File: src/rtl/ser_port_pkg.sv
package ser_port_pkg;

  localparam int unsigned MODE_ADDR  = 0;
  localparam int unsigned ORDER_ADDR = 1;

  // mode: correlated sampling (bit 5), wide span (bit 4), three channels (bit 2)
  localparam logic [7:0] MODE_RESET  = 8'h34;
  // channel order: sequence code 01 in bits 6:5, bit 0 set
  localparam logic [7:0] ORDER_RESET = 8'h21;

  function automatic logic [7:0] reg_default(input int unsigned idx);
    if (idx == MODE_ADDR)       return MODE_RESET;
    else if (idx == ORDER_ADDR) return ORDER_RESET;
    else                        return 8'h00;
  endfunction

endpackage

File: src/rtl/ser_sync.sv
module ser_sync #(
  parameter int unsigned WIDTH  = 3,
  parameter int unsigned STAGES = 2,
  parameter logic [WIDTH-1:0] INIT = '0
) (
  input  logic             clk,
  input  logic             rst,
  input  logic [WIDTH-1:0] d,
  output logic [WIDTH-1:0] q
);

  logic [WIDTH-1:0] pipe [STAGES];

  always_ff @(posedge clk) begin
    if (rst) pipe[0] <= INIT;
    else     pipe[0] <= d;
  end

  for (genvar s = 1; s < STAGES; s++) begin : g_stage
    always_ff @(posedge clk) begin
      if (rst) pipe[s] <= INIT;
      else     pipe[s] <= pipe[s-1];
    end
  end

  assign q = pipe[STAGES-1];

endmodule

File: src/rtl/ser_frame.sv
module ser_frame #(
  parameter int unsigned ADDR_W     = 3,
  parameter int unsigned DATA_W     = 8,
  parameter int unsigned FRAME_BITS = 16,
  localparam int unsigned CNT_W     = $clog2(FRAME_BITS + 1)
) (
  input  logic              clk,
  input  logic              rst,
  input  logic              sclk_rise,
  input  logic              load_n,
  input  logic              load_rise,
  input  logic              sdi,
  output logic [CNT_W-1:0]  cnt_o,
  output logic              rw_o,
  output logic [ADDR_W-1:0] addr_o,
  output logic              wr_en_o,
  output logic [ADDR_W-1:0] wr_addr_o,
  output logic [DATA_W-1:0] wr_data_o
);

  localparam logic [CNT_W-1:0] FULL     = CNT_W'(FRAME_BITS);
  localparam logic [CNT_W-1:0] ADDR_END = CNT_W'(ADDR_W);
  localparam logic [CNT_W-1:0] DSTART   = CNT_W'(FRAME_BITS - DATA_W);

  logic [CNT_W-1:0]  cnt;
  logic              rw;
  logic [ADDR_W-1:0] addr;
  logic [DATA_W-1:0] data;

  always_ff @(posedge clk) begin
    if (rst) begin
      cnt       <= '0;
      rw        <= 1'b0;
      addr      <= '0;
      data      <= '0;
      wr_en_o   <= 1'b0;
      wr_addr_o <= '0;
      wr_data_o <= '0;
    end else begin
      wr_en_o <= 1'b0;
      if (load_n) begin
        cnt <= '0;
        if (load_rise && cnt == FULL && !rw) begin
          wr_en_o   <= 1'b1;
          wr_addr_o <= addr;
          wr_data_o <= data;
        end
      end else if (sclk_rise && cnt != FULL) begin
        cnt <= cnt + 1'b1;
        if (cnt == '0)                 rw   <= sdi;
        else if (cnt <= ADDR_END)      addr <= {addr[ADDR_W-2:0], sdi};
        else if (cnt >= DSTART)        data <= {data[DATA_W-2:0], sdi};
      end
    end
  end

  assign cnt_o  = cnt;
  assign rw_o   = rw;
  assign addr_o = addr;

  AST_WR_NEEDS_FULL: assert property (@(posedge clk) disable iff (rst)
    wr_en_o |-> $past(cnt) == FULL);

  AST_EXTRA_IGNORED: assert property (@(posedge clk) disable iff (rst)
    (sclk_rise && !load_n && cnt == FULL) |=> $stable(data));

endmodule

File: src/rtl/ser_regfile.sv
module ser_regfile
  import ser_port_pkg::*;
#(
  parameter int unsigned ADDR_W = 3,
  parameter int unsigned DATA_W = 8,
  localparam int unsigned NREG  = 1 << ADDR_W
) (
  input  logic                   clk,
  input  logic                   rst,
  input  logic                   wr_en,
  input  logic [ADDR_W-1:0]      wr_addr,
  input  logic [DATA_W-1:0]      wr_data,
  output logic [NREG*DATA_W-1:0] regs_o
);

  for (genvar i = 0; i < NREG; i++) begin : g_reg
    localparam logic [DATA_W-1:0] RST_V = DATA_W'(reg_default(i));
    logic [DATA_W-1:0] q;
    always_ff @(posedge clk) begin
      if (rst)                                   q <= RST_V;
      else if (wr_en && wr_addr == ADDR_W'(i))   q <= wr_data;
    end
    assign regs_o[i*DATA_W +: DATA_W] = q;
  end

  AST_HOLD_NO_COMMIT: assert property (@(posedge clk) disable iff (rst)
    !wr_en |=> $stable(regs_o));

endmodule

File: src/rtl/ser_readout.sv
module ser_readout #(
  parameter int unsigned ADDR_W     = 3,
  parameter int unsigned DATA_W     = 8,
  parameter int unsigned FRAME_BITS = 16,
  localparam int unsigned NREG      = 1 << ADDR_W,
  localparam int unsigned CNT_W     = $clog2(FRAME_BITS + 1)
) (
  input  logic                   clk,
  input  logic                   rst,
  input  logic                   sclk_fall,
  input  logic                   load_n,
  input  logic                   load_rise,
  input  logic [CNT_W-1:0]       cnt,
  input  logic                   rw,
  input  logic [ADDR_W-1:0]      addr,
  input  logic [NREG*DATA_W-1:0] regs,
  output logic                   sdo,
  output logic                   sdo_en
);

  localparam logic [CNT_W-1:0] FULL   = CNT_W'(FRAME_BITS);
  localparam logic [CNT_W-1:0] DSTART = CNT_W'(FRAME_BITS - DATA_W);

  logic [DATA_W-1:0] sh;
  logic              oe_q;

  always_ff @(posedge clk) begin
    if (rst) begin
      sh   <= '0;
      oe_q <= 1'b0;
    end else if (load_n) begin
      oe_q <= 1'b0;
    end else if (sclk_fall && rw) begin
      if (cnt == DSTART) begin
        sh   <= regs[addr*DATA_W +: DATA_W];
        oe_q <= 1'b1;
      end else if (oe_q && cnt > DSTART && cnt < FULL) begin
        sh <= {sh[DATA_W-2:0], 1'b0};
      end
    end
  end

  assign sdo    = sh[DATA_W-1];
  assign sdo_en = oe_q;

  AST_OE_DROP: assert property (@(posedge clk) disable iff (rst)
    load_rise |=> !oe_q);

  AST_OE_READ_ONLY: assert property (@(posedge clk) disable iff (rst)
    oe_q |-> rw);

  AST_SHIFT_ON_FALL: assert property (@(posedge clk) disable iff (rst)
    (oe_q && $past(oe_q) && !$past(sclk_fall)) |-> $stable(sh));

endmodule

File: src/rtl/serial_reg_port.sv
module serial_reg_port #(
  parameter int unsigned ADDR_W      = 3,
  parameter int unsigned DATA_W      = 8,
  parameter int unsigned FRAME_BITS  = 16,
  parameter int unsigned SYNC_STAGES = 2
) (
  input  logic                              clk,
  input  logic                              rst,
  input  logic                              ser_clk,
  input  logic                              ser_load_n,
  input  logic                              ser_din,
  output logic                              ser_dout,
  output logic                              ser_dout_en,
  output logic [(2**ADDR_W)*DATA_W-1:0]     regs_o
);

  localparam int unsigned CNT_W = $clog2(FRAME_BITS + 1);

  logic [2:0]        sync_q;
  logic              sclk_s, load_s, din_s;
  logic              sclk_d, load_d;
  logic              sclk_rise, sclk_fall, load_rise;
  logic [CNT_W-1:0]  cnt;
  logic              rw;
  logic [ADDR_W-1:0] addr;
  logic              wr_en;
  logic [ADDR_W-1:0] wr_addr;
  logic [DATA_W-1:0] wr_data;

  // bit order: {serial clock, strobe, data}; strobe idles high
  ser_sync #(.WIDTH(3), .STAGES(SYNC_STAGES), .INIT(3'b010)) u_sync (
    .clk (clk),
    .rst (rst),
    .d   ({ser_clk, ser_load_n, ser_din}),
    .q   (sync_q)
  );

  assign {sclk_s, load_s, din_s} = sync_q;

  always_ff @(posedge clk) begin
    if (rst) begin
      sclk_d <= 1'b0;
      load_d <= 1'b1;
    end else begin
      sclk_d <= sclk_s;
      load_d <= load_s;
    end
  end

  assign sclk_rise = sclk_s & ~sclk_d;
  assign sclk_fall = ~sclk_s & sclk_d;
  assign load_rise = load_s & ~load_d;

  ser_frame #(.ADDR_W(ADDR_W), .DATA_W(DATA_W), .FRAME_BITS(FRAME_BITS)) u_frame (
    .clk       (clk),
    .rst       (rst),
    .sclk_rise (sclk_rise),
    .load_n    (load_s),
    .load_rise (load_rise),
    .sdi       (din_s),
    .cnt_o     (cnt),
    .rw_o      (rw),
    .addr_o    (addr),
    .wr_en_o   (wr_en),
    .wr_addr_o (wr_addr),
    .wr_data_o (wr_data)
  );

  ser_regfile #(.ADDR_W(ADDR_W), .DATA_W(DATA_W)) u_regs (
    .clk     (clk),
    .rst     (rst),
    .wr_en   (wr_en),
    .wr_addr (wr_addr),
    .wr_data (wr_data),
    .regs_o  (regs_o)
  );

  ser_readout #(.ADDR_W(ADDR_W), .DATA_W(DATA_W), .FRAME_BITS(FRAME_BITS)) u_rd (
    .clk       (clk),
    .rst       (rst),
    .sclk_fall (sclk_fall),
    .load_n    (load_s),
    .load_rise (load_rise),
    .cnt       (cnt),
    .rw        (rw),
    .addr      (addr),
    .regs      (regs_o),
    .sdo       (ser_dout),
    .sdo_en    (ser_dout_en)
  );

endmodule

File: config.mk
export PLATFORM = sky130hd
export DESIGN_NAME = serial_reg_port
export DESIGN_NICKNAME = d
export VERILOG_FILES = /design/src/rtl/ser_port_pkg.sv /design/src/rtl/ser_sync.sv /design/src/rtl/ser_frame.sv /design/src/rtl/ser_regfile.sv /design/src/rtl/ser_readout.sv /design/src/rtl/serial_reg_port.sv
export SDC_FILE = /design/constraint.sdc
export NUM_CORES = 1
export LEC_CHECK = 0
export BUFFER_PORTS_ARGS = -buffer_cell sky130_fd_sc_hd__buf_2
export CORE_AREA = 3 3 106 119
export DETAILED_ROUTE_END_ITERATION = 10
export DIE_AREA = 0 0 109 122
export GPL_TIMING_DRIVEN = 0
export PLACE_DENSITY_LB_ADDON = 0.08
export SYNTH_ARGS = -nofsm -noshare
export SYNTH_HDL_FRONTEND = slang
export SYNTH_SLANG_ARGS = --single-unit
File: constraint.sdc
create_clock -name clk -period 2.5 [get_ports clk]
set_input_delay 0.25 -clock clk [delete_from_list [all_inputs] [get_ports clk]]
set_output_delay 0.25 -clock clk [all_outputs]
set_load 0.02 [all_outputs]
### Word level (Yosys, flattened, before mapping)

Memories as Yosys holds them, arrays and structs flattened.
Cells that the tools add are included.

| word-level totals | value |
|---|---|
| bits in writable memories | 6 |
| bits in latches | 0 |
| register bits | 104 |
| bits in read-only memories | 0 |
| memories kept | 1 |
| input bits | 5 |

Memories:

| memory | depth | width | rd ports | clocked after memory_dff | write ports | RTL line | source |
|---|---|---|---|---|---|---|---|
| u_sync.pipe | 2 | 3 | 2 | 0 | 2 | ser_sync.sv:12 | `logic [WIDTH-1:0] pipe [STAGES];` |

| operators by class | value |
|---|---|
| bitwise operators | 11 |
| magnitude comparators | 4 |
| shift operators | 1 |
| reduce and logical (&&, ||, !) cells | 26 |
| add/sub/neg operators | 1 |
| multiplexer cells | 8 |
| eq/ne operators | 10 |
| divide/modulo/power cells | 0 |
| multipliers | 0 |

Operator list:

| cell | count |
|---|---|
| indexed part select 64 x 7 -> 8 bit | 1 |
| 2-to-1 mux 8 bit | 2 |
| logical AND 1 bit | 14 |
| == test 3 bit, second input constant | 4 |
| == test 3 x 2 -> 1 bit, second input constant | 2 |
| 2-to-1 mux 3 bit | 2 |
| inverter 1 bit | 6 |
| AND reduction 3 bit | 2 |
| adder 5 x 1 -> 5 bit, second input constant | 1 |
| == test 5 x 4 -> 1 bit, second input constant | 1 |
| == test 5 bit, second input constant | 1 |
| greater-or-equal comparator 5 x 4 -> 1 bit, second input constant | 1 |
| > comparator 5 x 4 -> 1 bit, second input constant | 1 |
| less-or-equal comparator 5 x 2 -> 1 bit, second input constant | 1 |
| zero test 5 bit | 1 |
| less-than comparator 5 bit, second input constant | 1 |
| != test 5 bit, second input constant | 1 |
| AND reduction 5 bit | 1 |
| 2-to-1 mux 1 bit | 4 |
| AND reduction 2 bit | 2 |
| AND reduction 4 bit | 1 |
| OR reduction 2 bit | 2 |
| AND 1 bit | 3 |
| == test 3 x 1 -> 1 bit, second input constant | 1 |
| 4 further kinds | 5 |

### Logic depth before layout (Yosys ltp)

| logic depth | value |
|---|---|
| depth in word-level cells | 5 |
| gate-level depth with buffers | 8 |
| gate-level depth less buffers | 6 |

### Hierarchy

From an unflattened synthesis, not the netlist that was laid out.

| second synthesis, totals | value |
|---|---|
| cells, all modules | 441 |
| area total of the unflattened synthesis | 4924.7 µm² |

Modules (own cells, without submodules):

| module | instances | cells an instance | area an instance (µm²) | sequential area each (µm²) |
|---|---|---|---|---|
| ser_regfile | 1 | 237 | 2606.2 | 1281.2 |
| ser_frame | 1 | 111 | 1177.4 | 580.6 |
| ser_readout | 1 | 74 | 912.1 | 180.2 |
| ser_sync | 1 | 12 | 157.7 | 120.1 |
| serial_reg_port | 1 | 7 | 71.3 | 40.0 |

### Worst setup path before layout

No wires, ideal clock.

| path | value |
|---|---|
| path type | reg-to-reg |
| start | register u_frame.cnt[0], in the netlist u_frame.cnt_o[0] |
| end | register u_frame.data[0] |
| slack | 0.663 ns |
| library setup time | 0.128 ns |
| clock period less this slack | 1.837 ns |
| path buffers | 0 |
| stages on the path, launching flop included | 7 |
| arrival | 1.710 ns |
| cell sequence | dfxtp_1 -> inv_1 -> ha_1 -> and4bb_4 -> nor4_4 -> mux2i_1 -> nor2_1 |

| on the way | value |
|---|---|
| cells in the longest elaborated chain, start to end | 3 |

Ends and longest elaborated chain:

| item | RTL line | source |
|---|---|---|
| start, declared | ser_frame.sv:25 | `logic [CNT_W-1:0] cnt;` |
| start signal, assigned | ser_frame.sv:49 | `cnt <= cnt + 1'b1;` |
| less-or-equal comparator 5 x 2 -> 1 bit, or another cell as far along | ser_frame.sv:51 | `else if (cnt <= ADDR_END) addr <= {addr[ADDR_W-2:0], sdi};` |
| inverter 1 bit (no line) / logical AND 1 bit (equally long branches) | -- |  |
| AND reduction 5 bit (no line) * | -- |  |
| end signal, assigned | ser_frame.sv:52 | `else if (cnt >= DSTART) data <= {data[DATA_W-2:0], sdi};` |
| end, declared | ser_frame.sv:28 | `logic [DATA_W-1:0] data;` |

Every way passes the cells marked *; elsewhere a longest branch is shown, timed or not.
A chain may end at the register's enable or synchronous reset.

### Worst setup path in the final report

| path | value |
|---|---|
| start | register u_frame.addr[1], in the netlist u_frame.addr_o[1] |
| end | register u_rd.sh[5] |

| on the way | value |
|---|---|
| cells in the longest elaborated chain, start to end | 2 |

Ends and longest elaborated chain:

| item | RTL line | source |
|---|---|---|
| start, declared | ser_frame.sv:27 | `logic [ADDR_W-1:0] addr;` |
| start signal, assigned | ser_frame.sv:51 |  |
| indexed part select 64 x 7 -> 8 bit | ser_readout.sv:35 | `sh <= regs[addr*DATA_W +: DATA_W];` |
| 2-to-1 mux 8 bit | ser_readout.sv:34 | `if (cnt == DSTART) begin` |
| end signal, assigned | ser_readout.sv:35 |  |
| end signal, assigned | ser_readout.sv:38 | `sh <= {sh[DATA_W-2:0], 1'b0};` |
| end, declared | ser_readout.sv:24 | `logic [DATA_W-1:0] sh;` |

Every way passes these cells.

==> flow_metrics.py <==
metrics = {
    "run_status": {
        "status": "completed",
    },
    "synth": {
        "ys_ff_latch": 110,
        "synth_top_area_frac": 0.482,
        "syn_area_sq_mm": 0.00457,
        "synth_cells": 503,
        "yosysWarningCount": 0,
        "synth_nets": 510,
        "synth_area_leader_cell": "dfxtp_1",
        "synth_area_leaders": "dfxtp_1 (48%), nand2_1 (10%), mux2i_1 (7.9%)",
        "avgSynthCellArea_sq_um": 9.09,
        "synth_seq_area_share": 0.482,
        "synthDistinctLibCells": 37,
    },
    "cts": {
        "post_cts_buffers": 0,
        "clkTransAtPathRegs_ns": 0.07,
        "htree_levels": 3,
        "clock_latency_ns": 0.35,
        "cts_sinks": 110,
        "cts_tree": "built",
        "cts_max_path_buffers": 2,
        "numCtsBuffers": 9,
        "cts_hold_buf": 0,
        "clockRootBuffer": "clkbuf_16",
        "ctsResizeCount": 0,
    },
    "placement": {
        "io_buffer_count": 70,
        "dp_hpwl_microns": 9700,
        "gp_congestion": 0.831,
        "place_area_sq_mm": 0.00511,
    },
    "finish": {
        "utilization": 0.471,
        "drive_gt1_frac": 0.193,
        "stdcell_area_sq_mm": 0.00539,
        "fill_cells": 1150,
        "fin_nets": 591,
        "n_antenna_cell": 0,
        "syn2layout_area_growth_pct": 17.8,
    },
    "sta": {
        "finalCritPeriodShare": 0.849,
        "maxSlewHeadroom": 0.244,
        "hold_violations": 0,
        "fmax_mhz": 471,
        "rsz0062_at_grt": "false",
        "slew_viol_final": 0,
        "finalSetupTns_ns": 0,
        "min_period_ns": 2.12,
        "skew_ns": 0.00746,
        "worst_pin_slew_ns": 1.13,
        "setup_violations": 0,
    },
    "worst_setup_path": {
        "critPathArrivalTime_ns": 2.33,
        "crit_path_start": "u_frame.addr_o[1]",
        "crit_type": "flop to flop",
        "rr_worst_depth": 6,
        "path_max_fanout": 10,
        "crit_required_ns": 2.71,
        "crit_path_start_kind": "flop",
        "rr_startpoint": "u_frame.addr_o[1]",
        "cp-end-kind": "flop",
    },
    "route": {
        "antenna_left": 0,
        "wl_per_cell_microns": 18.3,
        "via_count": 3856,
        "firstDrtPassIters": 5,
        "wl_microns": 13500,
        "drt_iter0_markers": 298,
        "drc_errors": 0,
        "avgViaCountPerCell": 5.24,
    },
    "power_and_ir_drop": {
        "power.share.switching": 0.206,
        "switching_power_uw": 665,
        "peakVddDrop_v": 0.000322,
        "p_seq_frac": 0.546,
        "power.density_mw_per_mm2": 598,
        "comb_power_share": 0.017,
        "clockPowerShare": 0.437,
        "p_leak_uw": 0.00200,
        "power.internal_uw": 2560,
    },
    "global_routing": {
        "grt_pass1_wl_microns": 20800,
        "use_met1": 0.284,
        "grt-busiest-layer": "met2",
        "globalRouteTotalUtil": 0.213,
        "grt_pass1_vias": 3755,
        "grt_max_degree": 16,
        "grt_use_met3": 0.0408,
        "gr-total-overflow": 0,
        "antenna_found_initial": 0,
        "gr-usage-met2": 0.349,
    },
    "die": {
        "chipWidth_microns": 109,
        "initial_core_util": 0.400,
        "fp.dieArea_sq_mm": 0.0133,
        "io_pins": 71,
        "core_sq_mm": 0.0114,
        "rows": 41,
        "die_h_microns": 122,
    },
    "hold_path": {
        "hold_path.startpoint": "ser_load_n",
        "holdCritPathClass": "primary input to flop",
        "hold_path_depth": 2,
    },
    "flow_run": {
        "drv_cap": 0,
    },
}
-- metrics by stage --
stage	worst slack, ns	hold WS, ns	std cells	total power (uW)
final	0.378	0.0927	736	3220
after global routing	0.183	0.0915	736	3310
after CTS	0.395	0.0868	736	3240
after detailed placement	0.426	0.398	723	1860
after global placement	0.402	0.398	723	1850
after floorplan	0.663	0.354	503	1830
-- cell families after synthesis --
kind of cell	synth area share
buffers and inverters	0.0364
and+or+nand+nor	0.214
xor gates and xnor gates	0.00766
muxes	0.155
AOI/OAI and AO/OA	0.0999
DFF	0.482
adders and majority gates	0.00547
-- cells in the mapped netlist --
cell       number
buf_4           2
nand3_1         4
or4b_1          1
nand4_1         3
or2_2           3
mux4_2         15
nand4b_1        1
ha_1            2
a21oi_1        66
clkbuf_1       25
o211ai_1        1
xor2_1          3
mux2i_1        36
nand2_1       124
inv_1           3
nor3_1          3
a211o_1        10
or3_1           1
mux2_2          1
nor4_4          1
and4bb_2        1
o31ai_1         1
and3b_1         1
nor2b_1        13
buf_2           4
nand3b_1        4
o41ai_1         1
dfxtp_1       110
and4bb_4        1
nor3b_1         1
nand4bb_1       1
a2111oi_2       1
buf_1           1
buf_6           2
xnor2_1         1
nor2_1         47
nand2b_1        8
-- cells in the final DEF, fill, tap and decap left out, types with 2 or more instances in the layout --
master / instances
nand2_1: 124
dfxtp_1: 110
buf_2: 74
a21oi_1: 66
nor2_1: 47
mux2i_1: 36
clkbuf_1: 26
mux4_2: 15
nor2b_1: 13
a211o_1: 10
clkbuf_16: 9
nand2b_1: 8
nand3_1: 4
nand3b_1: 4
inv_1: 3
nor3_1: 3
or2_2: 3
nand4_1: 3
xor2_1: 3
buf_6: 2
buf_4: 2
ha_1: 2
-- sequential cells by signal, summed over array words and instances, names as in the netlist --
register,count
u_rd.sh,8
sclk_d,1
u_regs.g.q,64
u_rd.sdo_en,1
load_d,1
u_frame.cnt_o,5
u_frame.wr_data_o,8
u_frame.addr_o,3
u_frame.rw_o,1
u_frame.wr_addr_o,3
u_frame.wr_en_o,1
u_sync.pipe,6
u_frame.data,8
-- layout make-up --
type                    instances  area [sq um]  share of cell area
well taps                     150           188              0.0348
plain buffers                  34           155              0.0288
multi-input cells             356          2200               0.409
clock inverters                 2          35.0             0.00650
clock buffers                  11           243              0.0450
repair buffers                 70           350              0.0650
flip-flops and latches        110          2200               0.409
inverters                       3          11.3             0.00209
-- power by group through the flow --
stage	Combinational [uW]	Clock (uW)	Sequential, uW
after global placement	54.3	0	1800
final	55.1	1410	1760
after CTS	55.4	1430	1760
after floorplan	31.4	0	1800
after detailed placement	55.4	0	1800
after global routing	59.7	1490	1760
-- worst max-delay path, cell delays in order, from the launching register on --
cell	delay, ns
dfxtp_1	0.31
buf_4	0.23
buf_4	0.27
mux4_2	0.55
mux2i_1	0.37
a211o_1	0.19
a21oi_1	0.05
-- worst paths after layout --
path / to / slack (ns)
worst min-delay path: u_sync.pipe[0][1] / 0.09
worst max-delay path: u_rd.sh[5] / 0.38
worst min register to register: u_sync.pipe[1][1] / 0.41
worst max register to register: u_rd.sh[5] / 0.38
-- layer usage --
metal,share of wire,vias to the layer above
met5,0,-
met4,0.013,0
met3,0.059,14
met2,0.49,116
met1,0.44,1854
li1,-,1872
No activity file was read; power rests on OpenSTA's default activity.
